===== src/rtl/pms_pkg.sv =====
package pms_pkg;
  typedef enum logic [2:0] {
    ST_SLEEP = 3'd0,
    ST_STBY  = 3'd1,
    ST_SOFT  = 3'd2,
    ST_NORM  = 3'd3,
    ST_OVPF  = 3'd4,
    ST_IPKF  = 3'd5
  } pms_state_e;

  localparam int FLAG_W   = 11;
  localparam int F_VCC_ON = 0;
  localparam int F_VCC_LO = 1;
  localparam int F_SLEEP  = 2;
  localparam int F_LN_EN  = 3;
  localparam int F_LN_BO  = 4;
  localparam int F_OLP    = 5;
  localparam int F_OVP    = 6;
  localparam int F_OVPCLR = 7;
  localparam int F_IPK    = 8;
  localparam int F_CMPLO  = 9;
  localparam int F_SSDONE = 10;
endpackage


===== src/rtl/pms_rst_sync.sv =====
module pms_rst_sync #(
  parameter int STAGES = 2
) (
  input  logic clk_i,
  input  logic rst_ni,
  output logic rst_no
);
  logic [STAGES-1:0] chain_q;

  always_ff @(posedge clk_i or negedge rst_ni) begin
    if (!rst_ni) chain_q <= '0;
    else         chain_q <= {chain_q[STAGES-2:0], 1'b1};
  end

  assign rst_no = chain_q[STAGES-1];
endmodule


===== src/rtl/pms_sync.sv =====
module pms_sync #(
  parameter int W      = 11,
  parameter int STAGES = 2
) (
  input  logic         clk_i,
  input  logic         rst_ni,
  input  logic [W-1:0] d_i,
  output logic [W-1:0] q_o
);
  logic [W-1:0] stg_q [STAGES];

  always_ff @(posedge clk_i or negedge rst_ni) begin
    if (!rst_ni) begin
      for (int k = 0; k < STAGES; k++) stg_q[k] <= '0;
    end else begin
      stg_q[0] <= d_i;
      for (int k = 1; k < STAGES; k++) stg_q[k] <= stg_q[k-1];
    end
  end

  assign q_o = stg_q[STAGES-1];
endmodule


===== src/rtl/pms_fsm.sv =====
module pms_fsm
  import pms_pkg::*;
(
  input  logic       clk_i,
  input  logic       rst_ni,
  input  logic       vcc_on,
  input  logic       vcc_lo,
  input  logic       en_sleep,
  input  logic       line_en,
  input  logic       line_bo,
  input  logic       fb_olp,
  input  logic       ovp_trip,
  input  logic       ovp_clr,
  input  logic       ipk,
  input  logic       comp_low,
  input  logic       ss_done,
  output logic       gate_en_o,
  output logic       osc_en_o,
  output logic       bias_en_o,
  output logic       comp_dis_o,
  output logic [2:0] state_o
);
  pms_state_e state_q, state_d, resume_q, resume_d;
  logic       started_q, started_d, started_en, resume_en;
  logic       brown, stby_req, sleep_req, running;

  // Next-state logic; the order of tests is the priority order
  always_comb begin
    brown     = started_q ? line_bo : !line_en;
    sleep_req = vcc_lo || (en_sleep && comp_low);
    stby_req  = fb_olp || brown || en_sleep;
    state_d   = state_q;
    if (state_q == ST_SLEEP) begin
      if (vcc_on && !vcc_lo && !en_sleep) state_d = ST_STBY;
    end else if (sleep_req) begin
      state_d = ST_SLEEP;
    end else if (stby_req) begin
      state_d = ST_STBY;
    end else begin
      unique case (state_q)
        ST_STBY: if (comp_low && line_en) state_d = ST_SOFT;
        ST_SOFT: begin
          if      (ovp_trip) state_d = ST_OVPF;
          else if (ipk)      state_d = ST_IPKF;
          else if (ss_done)  state_d = ST_NORM;
        end
        ST_NORM: begin
          if      (ovp_trip) state_d = ST_OVPF;
          else if (ipk)      state_d = ST_IPKF;
        end
        ST_OVPF: if (ovp_clr) state_d = resume_q;
        ST_IPKF: begin
          if      (ovp_trip) state_d = ST_OVPF;
          else if (!ipk)     state_d = resume_q;
        end
        default: state_d = ST_SLEEP;
      endcase
    end
  end

  // Side registers and their clock enables
  always_comb begin
    started_en = (state_d == ST_SLEEP) || (state_d == ST_SOFT);
    started_d  = (state_d == ST_SOFT);
    resume_en  = (state_q == ST_SOFT) || (state_q == ST_NORM);
    resume_d   = state_q;
  end

  always_ff @(posedge clk_i or negedge rst_ni) begin
    if (!rst_ni) begin
      state_q   <= ST_SLEEP;
      started_q <= 1'b0;
      resume_q  <= ST_SOFT;
    end else begin
      state_q <= state_d;
      if (started_en) started_q <= started_d;
      if (resume_en)  resume_q  <= resume_d;
    end
  end

  // Output decode; gate path is combinational from the synchronized flags
  assign running    = (state_q == ST_SOFT) || (state_q == ST_NORM);
  assign gate_en_o  = running && !ovp_trip && !ipk && !comp_low;
  assign osc_en_o   = running || (state_q == ST_OVPF) || (state_q == ST_IPKF);
  assign bias_en_o  = (state_q != ST_SLEEP);
  assign comp_dis_o = (state_q == ST_SLEEP) || (state_q == ST_STBY);
  assign state_o    = state_q;

  AST_LOCKOUT_SLEEP: assert property (@(posedge clk_i) disable iff (!rst_ni)
    vcc_lo |=> state_q == ST_SLEEP);
  AST_SLEEP_HOLD: assert property (@(posedge clk_i) disable iff (!rst_ni)
    (state_q == ST_SLEEP && !(vcc_on && !vcc_lo && !en_sleep)) |=> state_q == ST_SLEEP);
  AST_START_GUARD: assert property (@(posedge clk_i) disable iff (!rst_ni)
    (state_q == ST_STBY && !(comp_low && line_en && !fb_olp)) |=> state_q != ST_SOFT);
  AST_BROWNOUT_LATE: assert property (@(posedge clk_i) disable iff (!rst_ni)
    (running && line_bo && !vcc_lo && !en_sleep) |=> state_q == ST_STBY);
  AST_OPEN_LOOP: assert property (@(posedge clk_i) disable iff (!rst_ni)
    (state_q != ST_SLEEP && fb_olp && !vcc_lo && !(en_sleep && comp_low)) |=> state_q == ST_STBY);
  AST_OVP_HOLD: assert property (@(posedge clk_i) disable iff (!rst_ni)
    (state_q == ST_OVPF && !ovp_clr) |=> state_q inside {ST_OVPF, ST_STBY, ST_SLEEP});
  AST_IPK_HOLD: assert property (@(posedge clk_i) disable iff (!rst_ni)
    (state_q == ST_IPKF && ipk) |=> state_q inside {ST_IPKF, ST_OVPF, ST_STBY, ST_SLEEP});
  AST_SLEEP_WAIT: assert property (@(posedge clk_i) disable iff (!rst_ni)
    (state_q != ST_SLEEP && !vcc_lo && !comp_low) |=> state_q != ST_SLEEP);
  AST_GATE_BIASED: assert property (@(posedge clk_i) disable iff (!rst_ni)
    gate_en_o |-> (bias_en_o && osc_en_o && !comp_dis_o));
  AST_OVP_OVER_IPK: assert property (@(posedge clk_i) disable iff (!rst_ni)
    (running && ovp_trip && ipk && !vcc_lo && !stby_req) |=> state_q == ST_OVPF);
endmodule


===== src/rtl/pwr_mode_seq.sv =====
module pwr_mode_seq
  import pms_pkg::*;
#(
  parameter int SYNC_STAGES = 2,
  parameter int RST_STAGES  = 2
) (
  input  logic       clk_i,
  input  logic       rst_ni,
  input  logic       vcc_on_i,
  input  logic       vcc_lo_i,
  input  logic       en_sleep_i,
  input  logic       line_en_i,
  input  logic       line_bo_i,
  input  logic       fb_olp_i,
  input  logic       ovp_trip_i,
  input  logic       ovp_clr_i,
  input  logic       ipk_i,
  input  logic       comp_low_i,
  input  logic       ss_done_i,
  output logic       gate_en_o,
  output logic       osc_en_o,
  output logic       bias_en_o,
  output logic       comp_dis_o,
  output logic [2:0] state_o
);
  logic              rst_sync_n;
  logic [FLAG_W-1:0] raw, syn;

  always_comb begin
    raw           = '0;
    raw[F_VCC_ON] = vcc_on_i;
    raw[F_VCC_LO] = vcc_lo_i;
    raw[F_SLEEP]  = en_sleep_i;
    raw[F_LN_EN]  = line_en_i;
    raw[F_LN_BO]  = line_bo_i;
    raw[F_OLP]    = fb_olp_i;
    raw[F_OVP]    = ovp_trip_i;
    raw[F_OVPCLR] = ovp_clr_i;
    raw[F_IPK]    = ipk_i;
    raw[F_CMPLO]  = comp_low_i;
    raw[F_SSDONE] = ss_done_i;
  end

  pms_rst_sync #(.STAGES(RST_STAGES)) u_rst (
    .clk_i (clk_i),
    .rst_ni(rst_ni),
    .rst_no(rst_sync_n)
  );

  pms_sync #(.W(FLAG_W), .STAGES(SYNC_STAGES)) u_sync (
    .clk_i (clk_i),
    .rst_ni(rst_sync_n),
    .d_i   (raw),
    .q_o   (syn)
  );

  pms_fsm u_fsm (
    .clk_i     (clk_i),
    .rst_ni    (rst_sync_n),
    .vcc_on    (syn[F_VCC_ON]),
    .vcc_lo    (syn[F_VCC_LO]),
    .en_sleep  (syn[F_SLEEP]),
    .line_en   (syn[F_LN_EN]),
    .line_bo   (syn[F_LN_BO]),
    .fb_olp    (syn[F_OLP]),
    .ovp_trip  (syn[F_OVP]),
    .ovp_clr   (syn[F_OVPCLR]),
    .ipk       (syn[F_IPK]),
    .comp_low  (syn[F_CMPLO]),
    .ss_done   (syn[F_SSDONE]),
    .gate_en_o (gate_en_o),
    .osc_en_o  (osc_en_o),
    .bias_en_o (bias_en_o),
    .comp_dis_o(comp_dis_o),
    .state_o   (state_o)
  );
endmodule


===== config.mk =====
export PLATFORM = sky130hd
export DESIGN_NAME = pwr_mode_seq
export DESIGN_NICKNAME = d
export VERILOG_FILES = /design/src/rtl/pms_pkg.sv /design/src/rtl/pms_rst_sync.sv /design/src/rtl/pms_sync.sv /design/src/rtl/pms_fsm.sv /design/src/rtl/pwr_mode_seq.sv
export SDC_FILE = /design/constraint.sdc
export NUM_CORES = 1
export LEC_CHECK = 0
export BUFFER_PORTS_ARGS = -buffer_cell sky130_fd_sc_hd__clkbuf_2
export CORE_MARGIN = 8
export CORE_UTILIZATION = 30
export DETAILED_ROUTE_END_ITERATION = 10
export GPL_TIMING_DRIVEN = 0
export PLACE_DENSITY = 0.53
export REMOVE_ABC_BUFFERS = 1
export SLEW_MARGIN = 10
export SYNTH_ARGS = -nofsm -noshare
export SYNTH_HDL_FRONTEND = slang
export SYNTH_HIERARCHICAL = 1
export SYNTH_SLANG_ARGS = --single-unit

===== constraint.sdc =====
create_clock -name clk_i -period 2.6 [get_ports clk_i]
set_input_delay 0.65 -clock clk_i [delete_from_list [all_inputs] [get_ports clk_i]]
set_output_delay 0.65 -clock clk_i [all_outputs]
set_load 0.05 [all_outputs]

# After elaboration in Yosys (flattened, before gate mapping)
# Cells that the tools add are included.
[totals] register_bits=31 in_bits=13 latch_bits=0 romBits=0 out_inout_bits=7 ram_bits=0 mem_count=0 wordCells=51
[op_classes] n_shift=0 div=0 magnitude_cmp=0 add_sub_neg=0 n_eq_ne=6 n_reduce_logical=24 n_mul=0 n_bitwise=0 n_mux=15
[op_table] operator="3-bit two-way mux" count=13
[op_table] operator="3-bit case mux with 5 select lines" count=1
[op_table] operator="3-bit by 2-bit equality test with 1-bit output, second input constant" count=3
[op_table] operator="1-bit logical OR" count=8
[op_table] operator="1-bit logical AND" count=7
[op_table] operator="3-bit equality test, second input constant" count=2
[op_table] operator="1-bit zero test" count=6
[op_table] operator="3-bit zero test" count=2
[op_table] operator="3-bit by 1-bit equality test with 1-bit output, second input constant" count=1
[op_table] operator="3-bit nonzero test" count=1
[op_table] operator="1-bit two-way mux" count=1

# Logic depth before layout (Yosys ltp)
[logic_depth] depth_word=9 ltp_mapped=7 depth_no_buf=6

# Hierarchy
# Netlist, hierarchy kept.
[by_module_without_submodules] module="pms_sync" cells_per_inst=33 n_inst=1 area_each_um2=633.1
[by_module_without_submodules] module="pms_fsm" cells_per_inst=53 n_inst=1 area_each_um2=509.2
[by_module_without_submodules] module="pms_rst_sync" cells_per_inst=3 n_inst=1 area_each_um2=53.8

# Worst setup path before layout
# OpenSTA, ideal clock, no wires.
[synth_timing] path_type="register to output" startpoint="register u_fsm.state_q[1], in the netlist u_fsm/state_o[1]" endpoint="output port gate_en_o" n_path_buf=0 arrival_ns=2.684 required_time_ns=1.950 slack_ns=-0.734 path_stages_with_launch=3 path_cell_list="dfrtp_1 > ha_1 > nor4b_1"
[synth_between] elab_chain_cells=5 elab_cells_between_ends=6 classes_between="2 x eq/ne; 4 x reduce/logical"
[synth_rtl] element="start: declaration" line_no="pms_fsm.sv:23" rtl="pms_state_e state_q, state_d, resume_q, resume_d;"
[synth_rtl] element="start signal: assignment" line_no="pms_fsm.sv:75" rtl="state_q <= state_d;"
[synth_rtl] element="3-bit by 2-bit equality test with 1-bit output" line_no="pms_fsm.sv:82" rtl="assign running = (state_q == ST_SOFT) || (state_q == ST_NORM);"
[synth_rtl] element="1-bit logical OR (*)" line_no="pms_fsm.sv:82"
[synth_rtl] element="1-bit logical AND (*) (3 in series)" line_no="pms_fsm.sv:83" rtl="assign gate_en_o = running && !ovp_trip && !ipk && !comp_low;"
[synth_rtl] element="end: declaration" line_no="pwr_mode_seq.sv:20" rtl="output logic gate_en_o,"
# Mark *: on every way between the ends. The rest lies on a longest branch, timed or not.

# Final worst setup path
[layout_timing] startpoint="register u_fsm.state_q[2], in the netlist u_fsm/state_o[2]" endpoint="output port gate_en_o"
# The elaborated chain is that of the path after synthesis.

==> results.toml <==
[routing]
wirelength_mm = 1.85
vias = 654
routed_via_density = 4.25
antenna_left = 0
drt_drc_violations_left = 0
routedWlPerCell_um = 12.0
detail_route.iter0.violations = 21
firstDrtPassIters = 2

[worst_setup_path]
critical-path-max-stage-delay_ns = 0.47
reg2reg_setup_slack_ns = 0.94
worst_r2r_endpoint = "u_fsm/started_q"
reg2regPathDepth = 6
crit_type = "reg2out"
cpMaxStageDelayCell = "sky130_fd_sc_hd__dfrtp_1"
worst_r2r_startpoint = "u_fsm/state_o[0]"
worst_setup_path_start_kind = "flip-flop"
crit_path_cell_trace = "inv_1 -> ha_1 -> nor4b_1 -> clkbuf_2"
worst_ep_arrival_time_ns = 1.71
critical_path.max_fanout = 8
worstSetupEndpointType = "output pin"
cp.required_ns = 1.95

[global_route]
via_count_of_the_first_global_routing_pass = 745
global_route.usage.total_pct = 7.11
antenna_found_initial = 0
overflow = 0
first_pass_grt_wire_length_mm = 3.37
largest_net_degree_at_the_start_of_global_routing = 30

[sta]
final.min_clock_period_ns = 2.36
relSlewSlack_pct = 60.6
setup_slack_of_the_critical_path_after_layout_ns = 0.238
count_of_final_hold_check_violations = 0
rsz0062_at_grt = "false"
maxClockFrequency_mhz = 423
tightest_slew_ns = 0.592
finalSetupViolCount = 0
clock-skew-final_ns = 0.00517
slew_violations = 0
final.period_utilization_pct = 90.9
setup_tns_ns = 0

[clock_network]
cts.sink_count = 31
cts_max_level = 2
number_of_buffers_created_by_cts = 5
clk_transition_reported_paths_ns = 0.06
cts.hold.buffers_added = 0
cts_resized = 0
cts_post_setup_buffers_inserted = 0
worstSkewPairLatency_ns = 0.28
cts-root-to-sink-buffers = 2
clock_tree.root_cell = "sky130_fd_sc_hd__clkbuf_8"
clock_tree_from_tritoncts = "yes"

[place]
place_hpwl_mm = 1.30
placement.setup.worst_slack_ns = 0.514
placedCellCount = 146
io_buffer_count = 19
gp_routability_congestion = 0.797

[pwr]
fin_total_pwr_w = 0.000956
cellLeakagePower_nw = 0.611
vdd.ir_drop.worst_uv = 346
power_per_cell_area_mw_per_mm2 = 702

[flow_run]
drv_cap = 0

[hold_path]
worst_hold_path_type = "in2async"

[synth]
yosysUniqueCellTypes = 32
synth.ff_latch_count = 31
synth_edf_count = 0
yosysWarningCount = 6
syn_inst = 89
synth_area_leaders = "sky130_fd_sc_hd__dfrtp_1 (63%), sky130_fd_sc_hd__buf_4 (6.9%), sky130_fd_sc_hd__mux2_2 (2.8%)"
synth.yosys.seq_area_share_pct = 65.0
avgSynthCellArea_um2 = 13.4
synth-async-reset-ratio_pct = 100
synth_area_leader_cell = "sky130_fd_sc_hd__dfrtp_1"
synth_top_flop_cell = "sky130_fd_sc_hd__dfrtp_1"
yosys.area.top_type_share_pct = 62.8
synth_cell_area_mm2 = 0.00120

[cells_and_area]
layout.cells.non_filler = 154
nFillCells = 431
share_of_post_route_cells_with_drive_strength_above_1_pct = 35.6
fin_nets = 118
syn_to_final_growth_pct = 13.8
num_antenna_cells = 0

[floorplanning]
ios = 20
die_area_mm2 = 0.00626
initial_utilization_pct = 30.6
die_h_um = 79.1
floorplan.rows = 23
chipWidth_um = 79.1
placeableCoreArea_mm2 = 0.00391

[status]
status = "complete, no violations"
==> critical path: cells and delay by family (launching register included) <==
family,cells,cell delay [ns]
flip-flops,1,0.47
adder cells (fa/ha/maj),1,0.25
buffers and inverters,2,0.45
AND/OR/NAND/NOR,1,0.26
==> cells in the mapped netlist (all sizes together) (2+ instances only) <==
cell,instances
mux2,3
nor2,3
a21oi,2
dfrtp,30
nand2,4
buf,12
inv,3
nor3b,2
o21ai,4
nand2b,3
nor3,4
ha,2
o22ai,2
==> per-layer routing <==
| metal | part of all wire (%) | global-route usage (%) | wire length [um] |
|---|---|---|---|
| met4 | 3.3 | 5.56 | 60 |
| met2 | 44 | 10.6 | 804 |
| met1 | 46 | 7.41 | 847 |
| met5 | 0 | 0 | 0 |
| met3 | 7.3 | 3.72 | 134 |
==> state kept, by name (all words and copies together), names as in the netlist <==
name,count
u_sync/q_o,11
u_sync/stg_q,11
u_fsm/resume_q,3
u_fsm/state_o,3
u_rst/chain_q,2
u_fsm/started_q,1
==> kinds of logic (layout without fill, tap and decap cells) <==
logic type               Yosys count  after routing  synth area share, %
flip-flops                        31             31                 65.0
AND/OR/NAND/NOR                   21             21                 11.0
AO/OA/AOI/OAI                     15             15                 9.21
buffers and inverters             15             30                 8.79
multiplexers                       4              4                 3.66
adder cells (fa/ha/maj)            2              2                 2.09
other                              1              1                0.314
==> per-stage QoR <==
stage	hold WS [ns]	util, %	area, um2
CTS	0.135	34.8	1360
detailed placement	0.335	32.2	1260
global placement	0.332	32.2	1260
global route	0.136	34.8	1360
floorplan	0.331	-	1100
finish	0.144	34.8	1360
==> worst max-delay path by stage <==
stage | start | end | slack (ns)
after global routing | u_fsm/state_o[1] | gate_en_o | 0.1
final | u_fsm/state_o[2] | gate_en_o | 0.24
after CTS | u_fsm/state_o[1] | gate_en_o | 0.20
after global placement | u_fsm/state_o[2] | gate_en_o | 0.49
after detailed placement | u_fsm/state_o[1] | gate_en_o | 0.51
after floorplan | u_fsm/state_o[1] | gate_en_o | -0.73
==> final cells by class <==
| class | instances | area, um2 | share of cell area, % |
|---|---|---|---|
| Clock buffer | 8 | 100 | 7.35 |
| Inverter | 3 | 11.3 | 0.827 |
| Multi-Input combinational cell | 43 | 314 | 23.1 |
| Sequential cell | 31 | 778 | 57.2 |
| Tap cell | 50 | 62.6 | 4.60 |
| Timing Repair Buffer | 19 | 95.1 | 6.99 |
==> cell usage in the layout (no fill, tap or decap), drive strengths merged, types with 3 or more instances in the layout <==
| cell type | Yosys | layout |
|---|---|---|
| nor2 | 3 | 3 |
| o21ai | 4 | 4 |
| nand2b | 3 | 3 |
| mux2 | 3 | 3 |
| inv | 3 | 3 |
| clkbuf | 0 | 27 |
| nand2 | 4 | 4 |
| dfrtp | 30 | 30 |
| nor3 | 4 | 4 |
==> report_power, final <==
group          switching, W  internal (W)
registers         0.0000191      0.000503
logic             0.0000189     0.0000155
clock network      0.000158      0.000241
total              0.000196      0.000759
Power figures use the tool's default switching activity.
